[config.mk]
export PLATFORM = sky130hd
export DESIGN_NAME = serial_shift_port
export DESIGN_NICKNAME = d
export VERILOG_FILES = /design/src/rtl/sio_pkg.sv /design/src/rtl/sio_clkgen.sv /design/src/rtl/sio_ext_sync.sv /design/src/rtl/sio_shift_engine.sv /design/src/rtl/sio_regs.sv /design/src/rtl/serial_shift_port.sv
export SDC_FILE = /design/constraint.sdc
export NUM_CORES = 1
export LEC_CHECK = 0
export BUFFER_PORTS_ARGS = -buffer_cell sky130_fd_sc_hd__buf_4
export CORE_MARGIN = 8
export CORE_UTILIZATION = 31
export DETAILED_ROUTE_END_ITERATION = 10
export GPL_ROUTABILITY_DRIVEN = 0
export PLACE_DENSITY = 0.59
export SLEW_MARGIN = 20
export SYNTH_ARGS = -nofsm -noshare
export SYNTH_HDL_FRONTEND = slang
export SYNTH_SLANG_ARGS = --single-unit
[constraint.sdc]
create_clock -name clk -period 2.35 [get_ports clk]
set_input_delay 0.1175 -clock clk [delete_from_list [all_inputs] [get_ports clk]]
set_output_delay 0.1175 -clock clk [all_outputs]
set_load 0.005 [all_outputs]
[src/rtl/sio_pkg.sv]
// Shared constants and the control register layout for the serial shift port.
package sio_pkg;
    localparam int CODE_W = 3;
    localparam logic [CODE_W-1:0] EXT_CODE = '1;

    localparam logic [1:0] A_CTRL = 2'd0;
    localparam logic [1:0] A_DATA = 2'd1;
    localparam logic [1:0] A_STAT = 2'd2;

    // Control register: bit 4 receive enable, bit 3 transmit enable, bits 2:0 clock select
    typedef struct packed {
        logic              rx_en;
        logic              tx_en;
        logic [CODE_W-1:0] code;
    } ctrl_t;

    localparam int CTRL_W = $bits(ctrl_t);
endpackage

[src/rtl/sio_clkgen.sv]
// Internal serial clock generator.
// Counts system clocks and toggles the serial clock every 2^(BASE_EXP+code) cycles.
// While run is low, the counter is cleared and the clock rests high, so a restart
// always begins with a full high phase. Assumes code 7 is never used with run high.
module sio_clkgen #(
    parameter int CODE_W   = 3,
    parameter int BASE_EXP = 2
) (
    input  logic              clk,
    input  logic              rst_n,
    input  logic              run,
    input  logic [CODE_W-1:0] code,
    output logic              fall_ev,
    output logic              rise_ev,
    output logic              sck_lvl
);
    localparam int CNT_W = BASE_EXP + (1 << CODE_W) - 2;

    logic [CNT_W-1:0] cnt;
    logic [CNT_W-1:0] limit;
    logic             tick;

    // Terminal count for one phase: a mask of (BASE_EXP + code) low ones
    assign limit   = ~({CNT_W{1'b1}} << (BASE_EXP + int'(code)));
    assign tick    = run && (cnt == limit);
    assign fall_ev = tick && sck_lvl;
    assign rise_ev = tick && !sck_lvl;

    // Phase counter and clock level
    always_ff @(posedge clk) begin
        if (!rst_n) begin
            cnt     <= '0;
            sck_lvl <= 1'b1;
        end else if (!run) begin
            cnt     <= '0;
            sck_lvl <= 1'b1;
        end else if (tick) begin
            cnt     <= '0;
            sck_lvl <= ~sck_lvl;
        end else begin
            cnt     <= cnt + 1'b1;
        end
    end
endmodule

[src/rtl/sio_ext_sync.sv]
// Brings an external serial clock into the system clock domain.
// Two flops resynchronise it and a third flop gives edge detection.
// The idle level is high. Assumes each input phase lasts well over three cycles.
module sio_ext_sync (
    input  logic clk,
    input  logic rst_n,
    input  logic sck_i,
    output logic fall_ev,
    output logic rise_ev
);
    logic [2:0] sync_q;

    assign fall_ev = sync_q[2] && !sync_q[1];
    assign rise_ev = !sync_q[2] && sync_q[1];

    // Synchroniser and edge history shift
    always_ff @(posedge clk) begin
        if (!rst_n) sync_q <= '1;
        else        sync_q <= {sync_q[1:0], sck_i};
    end
endmodule

[src/rtl/sio_shift_engine.sv]
// Byte framing and shifting.
// A falling event outside a byte loads the transmit buffer and presents bit 0.
// Later falling events present the next bits. Each rising event samples the input.
// The eighth rising event completes the byte. Assumes fall and rise events never coincide.
module sio_shift_engine #(
    parameter int DATA_W = 8
) (
    input  logic              clk,
    input  logic              rst_n,
    input  logic              fall_ev,
    input  logic              rise_ev,
    input  logic [DATA_W-1:0] tx_data,
    input  logic              si,
    output logic              so,
    output logic              in_byte,
    output logic              load_tx,
    output logic              done,
    output logic [DATA_W-1:0] rx_word
);
    localparam int BIT_W = $clog2(DATA_W);
    localparam logic [BIT_W-1:0] LAST = BIT_W'(DATA_W - 1);

    logic [DATA_W-1:0] txsh;
    logic [DATA_W-2:0] rxsh;
    logic [BIT_W-1:0]  bit_cnt;

    assign load_tx = fall_ev && !in_byte;
    assign done    = rise_ev && in_byte && (bit_cnt == LAST);
    assign rx_word = {si, rxsh};

    // Shift registers, bit counter and byte-in-progress flag
    always_ff @(posedge clk) begin
        if (!rst_n) begin
            txsh    <= '0;
            rxsh    <= '0;
            bit_cnt <= '0;
            in_byte <= 1'b0;
            so      <= 1'b1;
        end else begin
            if (load_tx) begin
                txsh    <= tx_data >> 1;
                so      <= tx_data[0];
                in_byte <= 1'b1;
                bit_cnt <= '0;
            end else if (fall_ev && in_byte) begin
                so      <= txsh[0];
                txsh    <= txsh >> 1;
            end
            if (rise_ev && in_byte) begin
                rxsh <= rx_word[DATA_W-1:1];
                if (bit_cnt == LAST) in_byte <= 1'b0;
                else                 bit_cnt <= bit_cnt + 1'b1;
            end
        end
    end
endmodule

[src/rtl/sio_regs.sv]
// Processor-side registers: control, transmit and receive buffers, status and read mux.
// A data write has priority over the shifter's load when both land on the same edge.
// Likewise, a byte completion has priority over a data read clearing receive-full.
module sio_regs #(
    parameter int DATA_W = 8
) (
    input  logic                  clk,
    input  logic                  rst_n,
    input  logic [1:0]            addr,
    input  logic                  ctrl_wr,
    input  logic                  data_wr,
    input  logic                  data_rd,
    input  logic [DATA_W-1:0]     wdata,
    input  logic                  load_tx,
    input  logic                  done,
    input  logic [DATA_W-1:0]     rx_word,
    input  logic                  busy,
    output sio_pkg::ctrl_t        ctrl_q,
    output logic [DATA_W-1:0]     tx_buf,
    output logic                  tx_full,
    output logic                  rx_full,
    output logic                  byte_done,
    output logic [DATA_W-1:0]     rdata
);
    import sio_pkg::*;

    logic [DATA_W-1:0] rx_buf;

    // Control register
    always_ff @(posedge clk) begin
        if (!rst_n)       ctrl_q <= '0;
        else if (ctrl_wr) ctrl_q <= ctrl_t'(wdata[CTRL_W-1:0]);
    end

    // Transmit buffer and its full flag
    always_ff @(posedge clk) begin
        if (!rst_n) begin
            tx_buf  <= '0;
            tx_full <= 1'b0;
        end else if (data_wr) begin
            tx_buf  <= wdata;
            tx_full <= 1'b1;
        end else if (load_tx) begin
            tx_full <= 1'b0;
        end
    end

    // Receive buffer, its full flag and the end-of-byte pulse
    always_ff @(posedge clk) begin
        if (!rst_n) begin
            rx_buf    <= '0;
            rx_full   <= 1'b0;
            byte_done <= 1'b0;
        end else begin
            byte_done <= done;
            if (done && ctrl_q.rx_en) begin
                rx_buf  <= rx_word;
                rx_full <= 1'b1;
            end else if (data_rd) begin
                rx_full <= 1'b0;
            end
        end
    end

    // Read data mux
    always_comb begin
        case (addr)
            A_CTRL:  rdata = DATA_W'(ctrl_q);
            A_DATA:  rdata = rx_buf;
            A_STAT:  rdata = DATA_W'({rx_full, !tx_full, busy});
            default: rdata = '0;
        endcase
    end
endmodule

[src/rtl/serial_shift_port.sv]
// Top level of the clocked serial shift port.
// The top selects between the internal generator and the synchronised external clock.
// It also evaluates the automatic-wait condition at byte boundaries.
// Assumes the control register is changed only while no byte is in progress.
module serial_shift_port #(
    parameter int DATA_W   = 8,
    parameter int BASE_EXP = 2
) (
    input  logic              clk,
    input  logic              rst_n,
    input  logic [1:0]        bus_addr,
    input  logic              bus_wr,
    input  logic              bus_rd,
    input  logic [DATA_W-1:0] bus_wdata,
    output logic [DATA_W-1:0] bus_rdata,
    output logic              sck_o,
    output logic              sck_oe,
    input  logic              sck_i,
    output logic              so,
    input  logic              si,
    output logic              byte_done
);
    import sio_pkg::*;

    ctrl_t             ctrl_q;
    logic              ctrl_wr, data_wr, data_rd;
    logic              ext_mode, tx_en, rx_en, enabled, go, run;
    logic              tx_full, rx_full, in_byte, load_tx, done;
    logic              int_fall, int_rise, ext_fall, ext_rise, fall_ev, rise_ev;
    logic [DATA_W-1:0] tx_buf, rx_word;

    assign ctrl_wr  = bus_wr && (bus_addr == A_CTRL);
    assign data_wr  = bus_wr && (bus_addr == A_DATA);
    assign data_rd  = bus_rd && (bus_addr == A_DATA);

    assign ext_mode = (ctrl_q.code == EXT_CODE);
    assign tx_en    = ctrl_q.tx_en;
    assign rx_en    = ctrl_q.rx_en;
    assign enabled  = tx_en || rx_en;
    // Next byte permitted only when every enabled direction has been serviced
    assign go       = enabled && (!tx_en || tx_full) && (!rx_en || !rx_full);
    assign run      = !ext_mode && (in_byte || go);

    assign fall_ev  = ext_mode ? (enabled && ext_fall) : int_fall;
    assign rise_ev  = ext_mode ? (enabled && ext_rise) : int_rise;
    assign sck_oe   = !ext_mode;

    sio_clkgen #(.CODE_W(CODE_W), .BASE_EXP(BASE_EXP)) u_clkgen (
        .clk(clk), .rst_n(rst_n), .run(run), .code(ctrl_q.code),
        .fall_ev(int_fall), .rise_ev(int_rise), .sck_lvl(sck_o)
    );

    sio_ext_sync u_sync (
        .clk(clk), .rst_n(rst_n), .sck_i(sck_i),
        .fall_ev(ext_fall), .rise_ev(ext_rise)
    );

    sio_shift_engine #(.DATA_W(DATA_W)) u_engine (
        .clk(clk), .rst_n(rst_n), .fall_ev(fall_ev), .rise_ev(rise_ev),
        .tx_data(tx_buf), .si(si), .so(so), .in_byte(in_byte),
        .load_tx(load_tx), .done(done), .rx_word(rx_word)
    );

    sio_regs #(.DATA_W(DATA_W)) u_regs (
        .clk(clk), .rst_n(rst_n), .addr(bus_addr), .ctrl_wr(ctrl_wr),
        .data_wr(data_wr), .data_rd(data_rd), .wdata(bus_wdata),
        .load_tx(load_tx), .done(done), .rx_word(rx_word), .busy(in_byte),
        .ctrl_q(ctrl_q), .tx_buf(tx_buf), .tx_full(tx_full), .rx_full(rx_full),
        .byte_done(byte_done), .rdata(bus_rdata)
    );
endmodule

==> After elaboration in Yosys (flattened, before gate mapping) <==
Cells that the tools add are included.
{ "word_totals": {"out_inout_bits": 12, "inputBits": 16, "word_cells": 83, "reg_bits": 55} }
{ "op_classes": {"addsub": 3, "eq_ne": 5, "mux": 17, "n_bitwise": 4, "shifts": 1, "n_reduce_logical": 37} }
{ "op_table": {"columns": ["operator", "count"], "rows": [
  ["8-bit by 32-bit << shifter with 8-bit output, first input constant", 1],
  ["8-bit case mux with 3 select lines", 1],
  ["1-bit logical AND", 18],
  ["7-bit two-way mux", 2],
  ["1-bit two-way mux", 11],
  ["1-bit logical NOT", 9],
  ["3-bit two-way mux", 3],
  ["8-bit by 1-bit adder with 8-bit output, second input constant", 1],
  ["8-bit equality test", 1],
  ["8-bit NOT", 1],
  ["3-bit equality test, second input constant", 2],
  ["2-bit nonzero test", 3],
  ["2-bit by 3-bit adder with 4-bit output, first input constant", 1],
  ["1-bit logical OR", 4],
  ["3-bit by 1-bit adder with 3-bit output, second input constant", 1],
  ["1-bit NOT", 3],
  ["3-bit OR reduction", 1],
  ["2-bit by 1-bit equality test with 1-bit output, second input constant", 1],
  ["2-bit equality test, second input constant", 1],
  ["2-bit logical NOT", 1],
  ["2-bit AND reduction", 1]
]} }

==> Depth between registers and ports, before layout <==
{ "logic_depth": {"word_depth": 13, "ltp_mapped": 10, "mapped_depth_nobuf": 9} }

==> By module <==
Synthesis repeated with hierarchy kept, for this count alone.
{ "hier_totals": {"hier_cells": 283, "hier_area_um2": 2707.6} }
{ "by_module_without_submodules": {"columns": ["mod", "seq_area_each_um2", "area_each_um2", "cells_per_inst", "instances"], "rows": [
  ["sio_regs", 480.5, 1069.8, 104, 1],
  ["sio_shift_engine", 380.4, 824.5, 89, 1],
  ["sio_clkgen", 180.2, 616.8, 68, 1],
  ["serial_shift_port", 0.0, 105.1, 14, 1],
  ["sio_ext_sync", 60.1, 91.3, 8, 1]
]} }

==> Worst setup path after synthesis <==
OpenSTA, ideal clock, no wires.
{ "synth_timing": {"path_type": "register -> register", "start": "register u_regs.ctrl_q[1] (netlist name)", "end": "register u_regs.rx_buf[0]", "t_required_ns": 2.278, "stages_incl_launch_ff": 10, "n_path_buf": 1, "setup_slack_ns": -0.215, "setup_ns": 0.072, "t_arrival_ns": 2.494, "period_less_slack_ns": 2.565, "cell_sequence": "dfxtp_1 -> inv_1 -> ha_1 -> or4_4 -> a311oi_4 -> o211ai_4 -> o21ai_4 -> and3_4 -> buf_12 -> mux2i_1"} }
{ "synth_via": {"elab_chain_len": 10, "word_cells_on_any_way": 13, "cone_classes": "1 x add/sub; 2 x eq/ne; 1 x shift; 1 x mux; 1 x bitwise; 7 x reduce/logical"} }
{ "synth_lines": {"columns": ["element", "line_no", "source"], "rows": [
  ["2-bit by 3-bit adder with 4-bit output", "sio_clkgen.sv:24", "assign limit = ~({CNT_W{1'b1}} << (BASE_EXP + int'(code)));"],
  ["8-bit by 32-bit << shifter with 8-bit output", "sio_clkgen.sv:24", null],
  ["8-bit NOT", "sio_clkgen.sv:24", null],
  ["8-bit equality test", "sio_clkgen.sv:25", "assign tick = run && (cnt == limit);"],
  ["1-bit logical AND", "sio_clkgen.sv:25", null],
  ["1-bit logical AND", "sio_clkgen.sv:27", "assign rise_ev = tick && !sck_lvl;"],
  ["1-bit two-way mux *", "serial_shift_port.sv:45", "assign rise_ev = ext_mode ? (enabled && ext_rise) : int_rise;"],
  ["1-bit logical AND * (2 in a row)", "sio_shift_engine.sv:28", "assign done = rise_ev && in_byte && (bit_cnt == LAST);"],
  ["1-bit logical AND *", "sio_regs.sv:56", "if (done && ctrl_q.rx_en) begin"],
  ["end signal: assignment", "sio_regs.sv:57", "rx_buf <= rx_word;"],
  ["end: declaration", "sio_regs.sv:27", "logic [DATA_W-1:0] rx_buf;"]
]} }
Every way passes the cells marked *; elsewhere a longest branch is shown, timed or not.
A chain may end at the register's enable or synchronous reset.

==> Final worst setup path <==
{ "layout_timing": {"start": "register u_regs.ctrl_q[1] (netlist name)", "end": "register u_engine.rxsh[3]"} }
{ "layout_via": {"elab_chain_len": 8, "word_cells_on_any_way": 11, "cone_classes": "1 x add/sub; 2 x eq/ne; 1 x shift; 1 x mux; 1 x bitwise; 5 x reduce/logical"} }
{ "layout_lines": {"columns": ["element", "line_no", "source"], "rows": [
  ["2-bit by 3-bit adder with 4-bit output", "sio_clkgen.sv:24", null],
  ["8-bit by 32-bit << shifter with 8-bit output", "sio_clkgen.sv:24", null],
  ["8-bit NOT", "sio_clkgen.sv:24", null],
  ["8-bit equality test", "sio_clkgen.sv:25", null],
  ["1-bit logical AND", "sio_clkgen.sv:25", null],
  ["1-bit logical AND", "sio_clkgen.sv:27", null],
  ["1-bit two-way mux *", "serial_shift_port.sv:45", null],
  ["1-bit logical AND *", "sio_shift_engine.sv:49", "if (rise_ev && in_byte) begin"],
  ["end signal: assignment", "sio_shift_engine.sv:50", "rxsh <= rx_word[DATA_W-1:1];"],
  ["end: declaration", "sio_shift_engine.sv:24", "logic [DATA_W-2:0] rxsh;"]
]} }
Marked as above.

==> impl_results.md <==
- Status: finished, final reports clean
- Gr usage total: 10.3%
- Crit Path Max Fanout: 15
- Drt wl/cell: 13.5 um
- Die width: 107 um
- Int Pwr: 1320 uW
- Tot Pwr: 1710 uW
- RSZ-0062 raised after global routing: true
- Clock Latency Late Sink: 0.31 ns
- Setup violators final: 0
- Post-synthesis sequential area ratio: 42.6%
- Max_cap viols: 0
- Antenna violations before repair: 0
- Combinational share of power: 6.9%
- Hold wc startpoint: si
- Diode count: 0
- # IOs: 28
- Pleak: 0.00115 uW
- Met3 Wirelength: 244 um
- Placed inst area: 2970 sq um
- Area leader, netlist: dfxtp_1
- Dpl cells: 410
- Skew final: 0.0123 ns
- Clock transition at path regs: 0.10 ns
- CTS root buffer: clkbuf_8
- Post-route cell area: 3140 sq um
- Count leader, synth: dfxtp_1
- Reg power frac: 55.4%
- Met2 wire len: 2660 um
- Syn Inst Count: 280
- Nets: 340
- Clock Sinks: 55
- Final Max Tran Viols: 0
- Synth cell types: 45
- Yosys top cell area share: 42.6%
- Hpwl dp: 4170 um
- Ys flop type: dfxtp_1
- CP peak stage delay: 0.43 ns
- Finished Core Util: 38.4%
- GRT Residual Overflow: 0
- Critical path type: flip-flop to flip-flop
- R2R Setup Slk: 0.08 ns
- 1st-iter DRT viols: 49
- Starting density of the core: 31.6%
- Number of flops mapped to enable cells by yosys: 0
- Area of the die: 11500 sq um
- Detailed-route wire length: 5710 um
- Top post-synthesis cells by count: 55 x dfxtp_1, 36 x nor2_1, 31 x mux2i_1, 27 x nand2_1, 20 x nand3_1
- Drt drc: 0
- Slew HR: 78.6%
- Pwr dens: 546 nW/um^2
- Top post-synthesis cells by area: dfxtp_1 43%, mux2i_1 12%, nor2_1 5.2%
- Clk buf depth: 2
- Peak supply drop: 210 uV
- Reg-to-Reg End: u_engine.rxsh[3]
- Minimum clock period: 2.27 ns
- Fmax: 441 MHz
- Net Sw Power: 392 uW
- H-Tree Depth: 2
- CP startpoint kind: flip-flop
- Hold Crit Depth: 3
- Critical path required time: 2.56 ns
- Post-route ant nets: 0
- Critical path cell sequence: inv_4 -> ha_4 -> or4_4 -> a311oi_4 -> o211ai_4 -> o21ai_4 -> buf_12 -> mux2i_2 -> nor2_1
- Final Hold Vio Count: 0
- Core area: 8180 sq um
- Sw Share: 22.9%
- Ys async rst share: 0%
- Syn Area/Cell: 9.24 sq um
- Final Cycle Share: 96.5%
- Worst Hold Class: input port to flip-flop
- Register bit count reported by yosys: 55
- Post-Syn Nets: 303
- Initial DRT Pass Iterations: 4
- Vias per std cell: 4.65
- Largest net degree at the start of global routing: 27
- Row count: 33
- Clk network pwr share: 37.7%
- Hold Crit Endpoint: u_engine.rxsh[6]
- Critical-path top delay cell: or4_4
- Mapped cell area: 2590 sq um
- Crit path arrival time: 2.48 ns
- Number of global-route vias before repair: 1952
- Layout cell share with drive strength beyond 1: 23.0%
- Via count: 1966
- Die height: 107 um
- Filler cell count in the final layout: 832
- Number of port buffers: 27
- M1 WL: 2710 um
- Sum of buffers and inverters on the critical path: 2
- Post-Layout Cell Count: 423
- Fin Hold WS: 0.0465 ns
- Yosys Warn Count: 0
- Synthesis-to-finish area growth: 21.2%
- Top sig layer: met4
- First-pass GRT wire length: 9490 um
- Cell family with most CP delay: compound AO/OA/AOI/OAI gates
- TritonCTS clock tree: done
- Path depth of the worst reg2reg path: 9
- Worst slew pin tran: 0.319 ns
- Number of buffers created by CTS: 5
- Worst r2r src: u_regs.ctrl_q[1]
- Critical path endpoint category: flip-flop
what timing repair did:
item,in CTS,in global routing
setup buffers,0,3
setup endpoints to repair,2,20
resized for setup,0,4
endpoints found under the hold margin,1,0
pin swaps,1,4
hold buffers,1,0
gates cloned,1,0
cell families (layout without fill, tap and decap cells):
logic type	after synthesis	after routing	share of synthesized area, %
multiplexers	33	33	12.9
AO/OA/AOI/OAI	43	43	13.2
flip-flops	55	55	42.6
buffers and inverters	26	63	5.22
adder cells (fa/ha/maj)	7	7	3.38
XOR/XNOR	8	8	2.71
AND/OR/NAND/NOR	108	109	20.1
sequential cells by signal, indices dropped and copies added, names as in the netlist, 3 cells and up:
name              flops
u_clkgen.cnt          8
u_engine.bit_cnt      3
u_engine.rxsh         7
u_engine.txsh         7
u_regs.ctrl_q         5
u_regs.rx_buf         8
u_regs.tx_buf         8
u_sync.sync_q         3
placed cells by master (no fill, tap or decap), types with 2 or more instances in the layout:
cell type  count
nor2_1        36
mux2i_1       30
nand2_1       27
nand2b_1       7
buf_4         41
nand3_1       20
a211oi_1       4
dfxtp_1       53
o22ai_1        3
xnor2_1        3
a211oi_2       2
ha_1           5
a21oi_1       18
inv_1          9
buf_12         2
o21ai_4        2
nand3b_1       2
and3_4         2
xor2_1         5
clkbuf_8       5
and2_1         5
and3_1         3
a221o_2        3
stage by stage:
stage | TNS (ns) | setup slack, ns
after floorplan | 0 | 0.00112
after global placement | 0 | 0.0391
after detailed placement | 0 | 0.00885
after CTS | 0 | 0.000422
after global routing | -0.0197 | -0.00875
final | 0 | 0.0823
power groups by stage:
stage          sequential (uW)  clock, uW  combinational [uW]
3_3_place_gp               970          0                 114
3_5_place_dp               970          0                 115
2_1_floorplan              970          0                68.0
5_1_grt                    951        708                 130
6_report                   948        646                 117
4_1_cts                    949        667                 117
routing by layer:
layer | vias to the layer above | GRT usage, %
met3 | 6 | 2.63
li1 | 1028 | -
met1 | 908 | 12.5
met5 | - | 0
met4 | 0 | 4.46
met2 | 24 | 16.8
tightest hold or removal path: cells and delay by family:
kind | cells | cell delay (ns)
buffers and inverters | 1 | 0.08
and+or+nand+nor | 1 | 0.07
muxes | 1 | 0.06
area by class of cell:
class / instances / area, sq um / area share [%]
flip-flops and latches: 55 / 1110 / 35.3
multi-input cells: 200 / 1390 / 44.2
clock buffers: 6 / 72.6 / 2.31
clock inverters: 2 / 38.8 / 1.24
well taps: 105 / 131 / 4.19
inverters: 11 / 43.8 / 1.40
repair buffers: 44 / 358 / 11.4
worst max-delay path by stage:
stage | end | depth (start not counted) | from
after global routing | u_regs.rx_buf[3] | 8 | u_regs.ctrl_q[1]
after detailed placement | u_regs.rx_buf[4] | 8 | u_regs.ctrl_q[1]
after global placement | u_regs.rx_buf[3] | 8 | u_regs.ctrl_q[1]
after CTS | u_regs.rx_buf[3] | 8 | u_regs.ctrl_q[1]
after floorplan | u_regs.rx_buf[0] | 9 | u_regs.ctrl_q[1]
final | u_engine.rxsh[3] | 9 | u_regs.ctrl_q[1]
No activity file was read; power rests on OpenSTA's default activity.
